$ cat src/rtl/wdc_pkg.sv
package wdc_pkg;
  localparam int DATA_W   = 8;
  localparam int BIT_PWR  = 6;
  localparam int BIT_IRQ  = 3;
  localparam int BIT_TMO  = 2;
  localparam int BIT_EN   = 1;
  localparam int BIT_RST  = 0;

  localparam logic [DATA_W-1:0] IMPL_MASK = 8'b0100_1111;
  localparam logic [DATA_W-1:0] GUARD_MASK = 8'b0100_1011;

  typedef enum logic [1:0] {
    SRC_NONE = 2'd0,
    SRC_PWR  = 2'd1,
    SRC_WDT  = 2'd2,
    SRC_PIN  = 2'd3
  } rst_src_e;

  // Bits forced to 1 by a reset source.
  function automatic logic [DATA_W-1:0] set_mask(rst_src_e src);
    case (src)
      SRC_PWR: set_mask = 8'b0100_0000;
      SRC_WDT: set_mask = 8'b0000_0100;
      default: set_mask = 8'b0000_0000;
    endcase
  endfunction

  // Bits that keep their value across a reset source.
  function automatic logic [DATA_W-1:0] keep_mask(rst_src_e src);
    case (src)
      SRC_WDT: keep_mask = 8'b0000_0010;
      SRC_PIN: keep_mask = 8'b0000_0110;
      default: keep_mask = 8'b0000_0000;
    endcase
  endfunction
endpackage

$ cat src/rtl/wdc_rst_arb.sv
module wdc_rst_arb
  import wdc_pkg::*;
(
  input  logic     pwr_i,
  input  logic     wdt_i,
  input  logic     pin_i,
  output rst_src_e src_o,
  output logic     act_o
);
  always_comb begin
    if (pwr_i)      src_o = SRC_PWR;
    else if (wdt_i) src_o = SRC_WDT;
    else if (pin_i) src_o = SRC_PIN;
    else            src_o = SRC_NONE;
  end

  assign act_o = pwr_i | wdt_i | pin_i;
endmodule

$ cat src/rtl/wdc_unlock.sv
module wdc_unlock #(
  parameter int              ADDR_W     = 8,
  parameter logic [ADDR_W-1:0] KEY_ADDR = 8'hC7,
  parameter logic [7:0]      KEY_FIRST  = 8'hAA,
  parameter logic [7:0]      KEY_SECOND = 8'h55,
  parameter int              WIN_CYCLES = 3
) (
  input  logic              clk,
  input  logic              rst,
  input  logic              wr_i,
  input  logic [ADDR_W-1:0] addr_i,
  input  logic [7:0]        wdata_i,
  output logic              open_o
);
  localparam int CW = $clog2(WIN_CYCLES + 1);

  logic          key_wr;
  logic          armed_q;
  logic [CW-1:0] left_q;

  assign key_wr = wr_i && (addr_i == KEY_ADDR);

  always_ff @(posedge clk) begin
    if (rst) begin
      armed_q <= 1'b0;
      left_q  <= '0;
    end else begin
      armed_q <= key_wr && (wdata_i == KEY_FIRST);
      if (armed_q && key_wr && (wdata_i == KEY_SECOND))
        left_q <= CW'(WIN_CYCLES);
      else if (left_q != '0)
        left_q <= left_q - 1'b1;
    end
  end

  assign open_o = (left_q != '0);
endmodule

$ cat src/rtl/wdc_bits.sv
module wdc_bits
  import wdc_pkg::*;
(
  input  logic              clk,
  input  logic              rst_act_i,
  input  rst_src_e          src_i,
  input  logic              wr_ctl_i,
  input  logic [DATA_W-1:0] wdata_i,
  input  logic              open_i,
  input  logic              irq_set_i,
  output logic [DATA_W-1:0] ctl_o
);
  logic [DATA_W-1:0] set_m;
  logic [DATA_W-1:0] keep_m;

  assign set_m  = set_mask(src_i);
  assign keep_m = keep_mask(src_i);

  for (genvar i = 0; i < DATA_W; i++) begin : g_bit
    if (IMPL_MASK[i]) begin : g_impl
      logic q;
      logic hw_set;
      logic wr_ok;
      assign hw_set = (i == BIT_IRQ) ? irq_set_i : 1'b0;
      assign wr_ok  = wr_ctl_i && (!GUARD_MASK[i] || open_i);
      always_ff @(posedge clk) begin
        if (rst_act_i)   q <= set_m[i] | (keep_m[i] & q);
        else if (hw_set) q <= 1'b1;
        else if (wr_ok)  q <= wdata_i[i];
      end
      assign ctl_o[i] = q;
    end else begin : g_void
      assign ctl_o[i] = 1'b0;
    end
  end
endmodule

$ cat src/rtl/wdt_ctl_reg.sv
module wdt_ctl_reg
  import wdc_pkg::*;
#(
  parameter int                ADDR_W     = 8,
  parameter logic [ADDR_W-1:0] CTL_ADDR   = 8'hD8,
  parameter logic [ADDR_W-1:0] KEY_ADDR   = 8'hC7,
  parameter int                WIN_CYCLES = 3
) (
  input  logic              clk,
  input  logic              por_rst_i,
  input  logic              wdt_rst_i,
  input  logic              ext_rst_i,
  input  logic [ADDR_W-1:0] sfr_addr_i,
  input  logic              sfr_rd_i,
  input  logic              sfr_wr_i,
  input  logic [7:0]        sfr_wdata_i,
  output logic [7:0]        sfr_rdata_o,
  input  logic              wdi_set_i,
  output logic              wd_en_o,
  output logic              wd_restart_o
);
  rst_src_e          src;
  logic              rst_act;
  logic              win_open;
  logic [DATA_W-1:0] ctl;
  logic              wr_ctl;

  wdc_rst_arb u_arb (
    .pwr_i (por_rst_i),
    .wdt_i (wdt_rst_i),
    .pin_i (ext_rst_i),
    .src_o (src),
    .act_o (rst_act)
  );

  wdc_unlock #(
    .ADDR_W     (ADDR_W),
    .KEY_ADDR   (KEY_ADDR),
    .WIN_CYCLES (WIN_CYCLES)
  ) u_unlock (
    .clk     (clk),
    .rst     (rst_act),
    .wr_i    (sfr_wr_i),
    .addr_i  (sfr_addr_i),
    .wdata_i (sfr_wdata_i),
    .open_o  (win_open)
  );

  assign wr_ctl = sfr_wr_i && (sfr_addr_i == CTL_ADDR);

  wdc_bits u_bits (
    .clk       (clk),
    .rst_act_i (rst_act),
    .src_i     (src),
    .wr_ctl_i  (wr_ctl),
    .wdata_i   (sfr_wdata_i),
    .open_i    (win_open),
    .irq_set_i (wdi_set_i),
    .ctl_o     (ctl)
  );

  always_ff @(posedge clk) begin
    if (sfr_rd_i && (sfr_addr_i == CTL_ADDR)) sfr_rdata_o <= ctl;
    else                                      sfr_rdata_o <= '0;
  end

  assign wd_en_o      = ctl[BIT_EN];
  assign wd_restart_o = ctl[BIT_RST];
endmodule

$ cat config.mk
export PLATFORM = sky130hd
export DESIGN_NAME = wdt_ctl_reg
export DESIGN_NICKNAME = d
export VERILOG_FILES = /design/src/rtl/wdc_pkg.sv /design/src/rtl/wdc_rst_arb.sv /design/src/rtl/wdc_unlock.sv /design/src/rtl/wdc_bits.sv /design/src/rtl/wdt_ctl_reg.sv
export SDC_FILE = /design/constraint.sdc
export NUM_CORES = 1
export LEC_CHECK = 0
export ABC_AREA = 0
export BUFFER_PORTS_ARGS = -buffer_cell sky130_fd_sc_hd__buf_2
export CAP_MARGIN = 5
export CORE_UTILIZATION = 38
export CTS_CLUSTER_DIAMETER = 120
export CTS_CLUSTER_SIZE = 16
export DETAILED_ROUTE_END_ITERATION = 7
export PLACE_DENSITY = 0.72
export SYNTH_ARGS = -nofsm -noshare
export SYNTH_HDL_FRONTEND = slang
export SYNTH_SLANG_ARGS = --single-unit
$ cat constraint.sdc
create_clock -name clk -period 1.45 [get_ports clk]
set_clock_uncertainty 0.1 [all_clocks]
set_input_delay 0.0725 -clock clk [delete_from_list [all_inputs] [get_ports clk]]
set_output_delay 0.0725 -clock clk [all_outputs]
set_load 0.005 [all_outputs]
# Yosys cells after proc, flatten, opt, wreduce, memory -nomap -nowiden

Cells that the tools add are included.

Reductions and logical operators: 12
Muxes and demuxes: 18
Eq/ne operators: 7
Bitwise operators: 12
$add $sub $neg: 1

Operators with widths:

| operator              | count |
|---|---|
| $eq A8 B8 Y1 const B  | 3 |
| $pmux W7 S2           | 1 |
| $mux W1               | 11 |
| $mux W2               | 5 |
| $eq A8 B7 Y1 const B  | 1 |
| $reduce_bool A2 Y1    | 4 |
| $logic_and A1 B1 Y1   | 7 |
| $or A1 B1 Y1          | 7 |
| $pmux W3 S2           | 1 |
| $eq A2 B2 Y1 const B  | 2 |
| $and A1 B1 Y1         | 3 |
| $reduce_bool A3 Y1    | 1 |
| $and A1 B1 Y1 const A | 2 |
| $eq A2 B1 Y1 const B  | 1 |
| $sub A2 B1 Y2 const B | 1 |

Flip-flop bits (word level): 16
Input port bits: 23
Word-level logic and storage cells: 59
Output and inout port bits: 10

# Longest topological paths before layout

Word-level depth: 8
Gate-level depth with buffers: 5
Mapped depth without buffers: 5

# Hierarchy

A second synthesis with hierarchy kept.

Cell total of the unflattened synthesis: 88
Area, all modules: 854.6 µm²

By module, submodules not included:

| module      | instances | cells each | seq. area each (µm²) | area an instance (µm²) |
|---|---|---|---|---|
| wdt_ctl_reg | 1         | 30         | 160.2                | 317.8 |
| wdc_bits    | 1         | 31         | 150.1                | 306.5 |
| wdc_unlock  | 1         | 22         | 60.1                 | 203.9 |
| wdc_rst_arb | 1         | 5          | 0.0                  | 26.3 |

# Worst setup path after synthesis

Ideal clock, no wire load.

Path kind: register to register
Start point: register u_unlock.left_q[0]
End point: register u_bits.g_bit[0].g_impl.q (enable)
Period minus slack after synthesis: 1,350 ps
Setup slack: 100 ps
Arrival: 906 ps
Data required time: 1,006 ps
Library setup time: 344 ps
Cell stages (with the launch flop): 4
Path through: dfxtp_1 inv_1 ha_1 o21ai_0

Word-level cells in the longest chain between the ends: 3

Ends and longest elaborated chain:

| element                      | RTL line         | source |
|---|---|---|
| start, declared              | wdc_unlock.sv:19 | `logic [CW-1:0] left_q;` |
| start signal, assigned       | wdc_unlock.sv:30 | `left_q <= CW'(WIN_CYCLES);` |
| start signal, assigned       | wdc_unlock.sv:32 | `left_q <= left_q - 1'b1;` |
| $reduce_bool A2 Y1           | wdc_unlock.sv:36 | `assign open_o = (left_q != '0);` |
| $logic_and A1 B1 Y1          | wdc_bits.sv:25   | `assign wr_ok = wr_ctl_i && (!GUARD_MASK[i] \|\| open_i);` |
| $reduce_bool A2 Y1 (no line) | n/a              |  |
| end signal, assigned         | wdc_bits.sv:27   | `if (rst_act_i) q <= set_m[i] \| (keep_m[i] & q);` |
| end signal, assigned         | wdc_bits.sv:29   | `else if (wr_ok) q <= wdata_i[i];` |
| end, declared                | wdc_bits.sv:21   | `logic q;` |

No other way between the ends.
A chain may end at the register's enable or synchronous reset.

# Worst setup path in the final report

Start point: input sfr_addr_i[4]
End point: register u_bits.g_bit[0].g_impl.q (enable)

Word-level cells in the longest chain between the ends: 4

Ends and longest elaborated chain:

| element                      | RTL line          | source |
|---|---|---|
| start, declared              | wdt_ctl_reg.sv:13 | `input logic [ADDR_W-1:0] sfr_addr_i,` |
| $eq A8 B8 Y1                 | wdt_ctl_reg.sv:49 | `assign wr_ctl = sfr_wr_i && (sfr_addr_i == CTL_ADDR);` |
| $logic_and A1 B1 Y1          | wdt_ctl_reg.sv:49 |  |
| $logic_and A1 B1 Y1          | wdc_bits.sv:25    |  |
| $reduce_bool A2 Y1 (no line) | n/a               |  |

No other way between the ends.

==> results.cfg <==
[routing]
viasPerCell = 4.93
drc = 0
wl_per_cell_um = 11.4
wl_um = 1370
firstDrtPassIters = 3
drt_iter0_drc = 5
via_count = 592
route.antenna.remaining_nets = 0

[die]
start_util_pct = 41.5
core_area_sq_mm = 0.00152
die_x_um = 42.8
rows = 14
die_h_um = 42.8
die_area_sq_mm = 0.00183
io_pins = 33

[logic_synthesis]
synth_top_area_share_pct = 25.3
async_flop_share_pct = 0
synth_area_leaders = dfxtp_1, edfxtp_1, and2_1, nor4bb_1, buf_4
synth_common_cells = and2_1, dfxtp_1, edfxtp_1, nor4bb_1, nor2_1
synth.yosys.warnings = 0
syn-instance-count = 62
ys_ff_latch = 13
yosysTopAreaCell = dfxtp_1
syn-cell-area_sq_um = 633
avgSynthCellArea_sq_um = 10.2
yosys_most_used_dff = dfxtp_1
synth_seq_area_share_pct = 49.0
synth_cell_types = 26
synth_edf_count = 5

[setup_path]
required_ns = 1.35
critical_path_class = input port to register
cp-start-kind = input port
cp.arrival_ns = 1.26
reg2reg_slack_ns = 0.16
path_max_fanout = 3
worstSetupEndpointType = register

[placement]
place.detailed.hpwl_um = 1020
placed_cells = 108
gp_congestion = 0.705
port_buffers = 29

[grt]
grt_pass1_wl_um = 2210
grt_usage_pct = 16.2
grt_max_degree = 9
grt_pass1_vias = 555
antenna_found_initial = 0
overflow = 0

[sta]
rsz0062_at_grt = false
timing.final.crit_period_ns = 1.36
slew_violations = 0
final.setup.tns_ns = 0
hold_viol = 0
finalCritPeriodShare_pct = 93.7
clock.fmax_mhz = 736
setup_viol = 0

[outcome]
status = finished, final reports clean

[cts]
clock-root-buffer = clkbuf_4
cts_setup_buffers = 0
cts_max_level = 1
clock_latency_ns = 0.28
clk_pin_slew_ns = 0.08
cts.path.max_buffers = 2
cts_tree = yes
cts_buffers = 3
clock_sinks = 13

[final_layout]
n_fill_cell = 132
antenna_cells = 0
area_growth_pct = 42.9
finalNonFillerCells = 120
drive_above_1_share_pct = 34.6
finalNetCount = 129

[power]
p_per_area_mw_per_mm2 = 792
peakVddDrop_v = 0.000384
p_leak_uw = 0.000413

[job]
drv_cap = 0

[hold_path]
hold_class = input port to register
==> state kept, by name, summed over array words and instances (netlist names) <==
name and cells:
u_unlock.armed_q 1, sfr_rdata_o 5, u_bits.g_bit.g_impl.q 5, u_unlock.left_q 2
==> cell families (layout without fill, tap and decap cells) <==
kind of cell | count (synthesis) | after routing | synth area share [%]
xor+xnor | 1 | 1 | 1.38
other cells | 1 | 3 | 0.592
buf+inv | 6 | 46 | 5.34
fa+ha+maj | 1 | 1 | 1.98
compound gates | 10 | 10 | 9.49
simple gates | 30 | 30 | 32.2
flops | 13 | 13 | 49.0
==> critical path, stage by stage <==
cell           delay (ns)
dlygate4sd3_1        0.54
buf_2                0.12
and2_1               0.12
nand4_1              0.13
o21ai_1              0.15
buf_4                0.13
==> layout by cell type, fill, tap and decap left out, drive strengths merged, types with 2 or more instances in the layout <==
cell / instances
conb: 3
dlygate4sd3: 8
nor3: 2
o21ai: 5
and2: 8
buf: 31
nor2: 4
edfxtp: 5
dfxtp: 8
nand2: 3
nor4bb: 5
nand4: 3
clkbuf: 4
inv: 3
==> metal layers <==
metal | part of all wire (%) | vias up | track usage [%]
met2 | 53 | 23 | 28.5
met3 | 5.4 | 2 | 1.70
met4 | 1.0 | 0 | 9.38
met5 | 0 | - | 0
met1 | 40 | 262 | 18.6
li1 | - | 305 | -
==> report_power, final <==
| group | internal (uW) | switching [uW] | leakage [uW] | total [uW] |
|---|---|---|---|---|
| Clock | 107 | 121 | 0.0000150 | 227 |
| Combinational | 55.4 | 39.0 | 0.000278 | 94.3 |
| Sequential | 391 | 3.83 | 0.000120 | 395 |
==> stage by stage <==
| step | power [uW] | utilization [%] | hold WS, ns | instance area [sq um] | worst slack, ns |
|---|---|---|---|---|---|
| 4_1_cts | 717 | 59.4 | 0.0341 | 905 | 0.0654 |
| 5_1_grt | 740 | 59.4 | 0.0479 | 905 | 0.0170 |
| 3_3_place_gp | 478 | 52.4 | 0.254 | 798 | 0.147 |
| 2_1_floorplan | 434 | - | 0.134 | 641 | 0.100 |
| 3_5_place_dp | 480 | 52.4 | 0.263 | 798 | 0.129 |
| 6_report | 716 | 59.4 | 0.0348 | 905 | 0.0918 |
==> area by class of cell <==
type / instances / area [sq um] / area share (%)
Clock buffer: 4 / 26.3 / 2.90
Inverter: 3 / 11.3 / 1.24
Sequential cell: 13 / 310 / 34.3
Multi-Input combinational cell: 45 / 297 / 32.8
Tap cell: 16 / 20.0 / 2.21
Timing Repair Buffer: 39 / 240 / 26.6
==> final timing paths <==
| kind | end | cells past startpoint | from |
|---|---|---|---|
| worst max-delay path | u_bits.g_bit[0].g_impl.q$_SDFFCE_PN0P_ | 6 | sfr_addr_i[4] |
| worst max register to register | u_bits.g_bit[0].g_impl.q$_SDFFCE_PN0P_ | 4 | u_unlock.left_q[0]$_SDFFE_PN0P_ |
| worst min-delay path | u_bits.g_bit[3].g_impl.q$_SDFFCE_PN0P_ | 2 | sfr_wdata_i[3] |
| worst min register to register | sfr_rdata_o[6]$_SDFF_PN0_ | 1 | u_bits.g_bit[6].g_impl.q$_DFFE_PP_ |
==> timing repair <==
item,CTS,global route
resized for setup,0,1
hold buffers,8,0
endpoints found under the setup margin,0,3
hold endpoints to repair,3,0
Note: power is estimated with default switching activity, not from simulation.
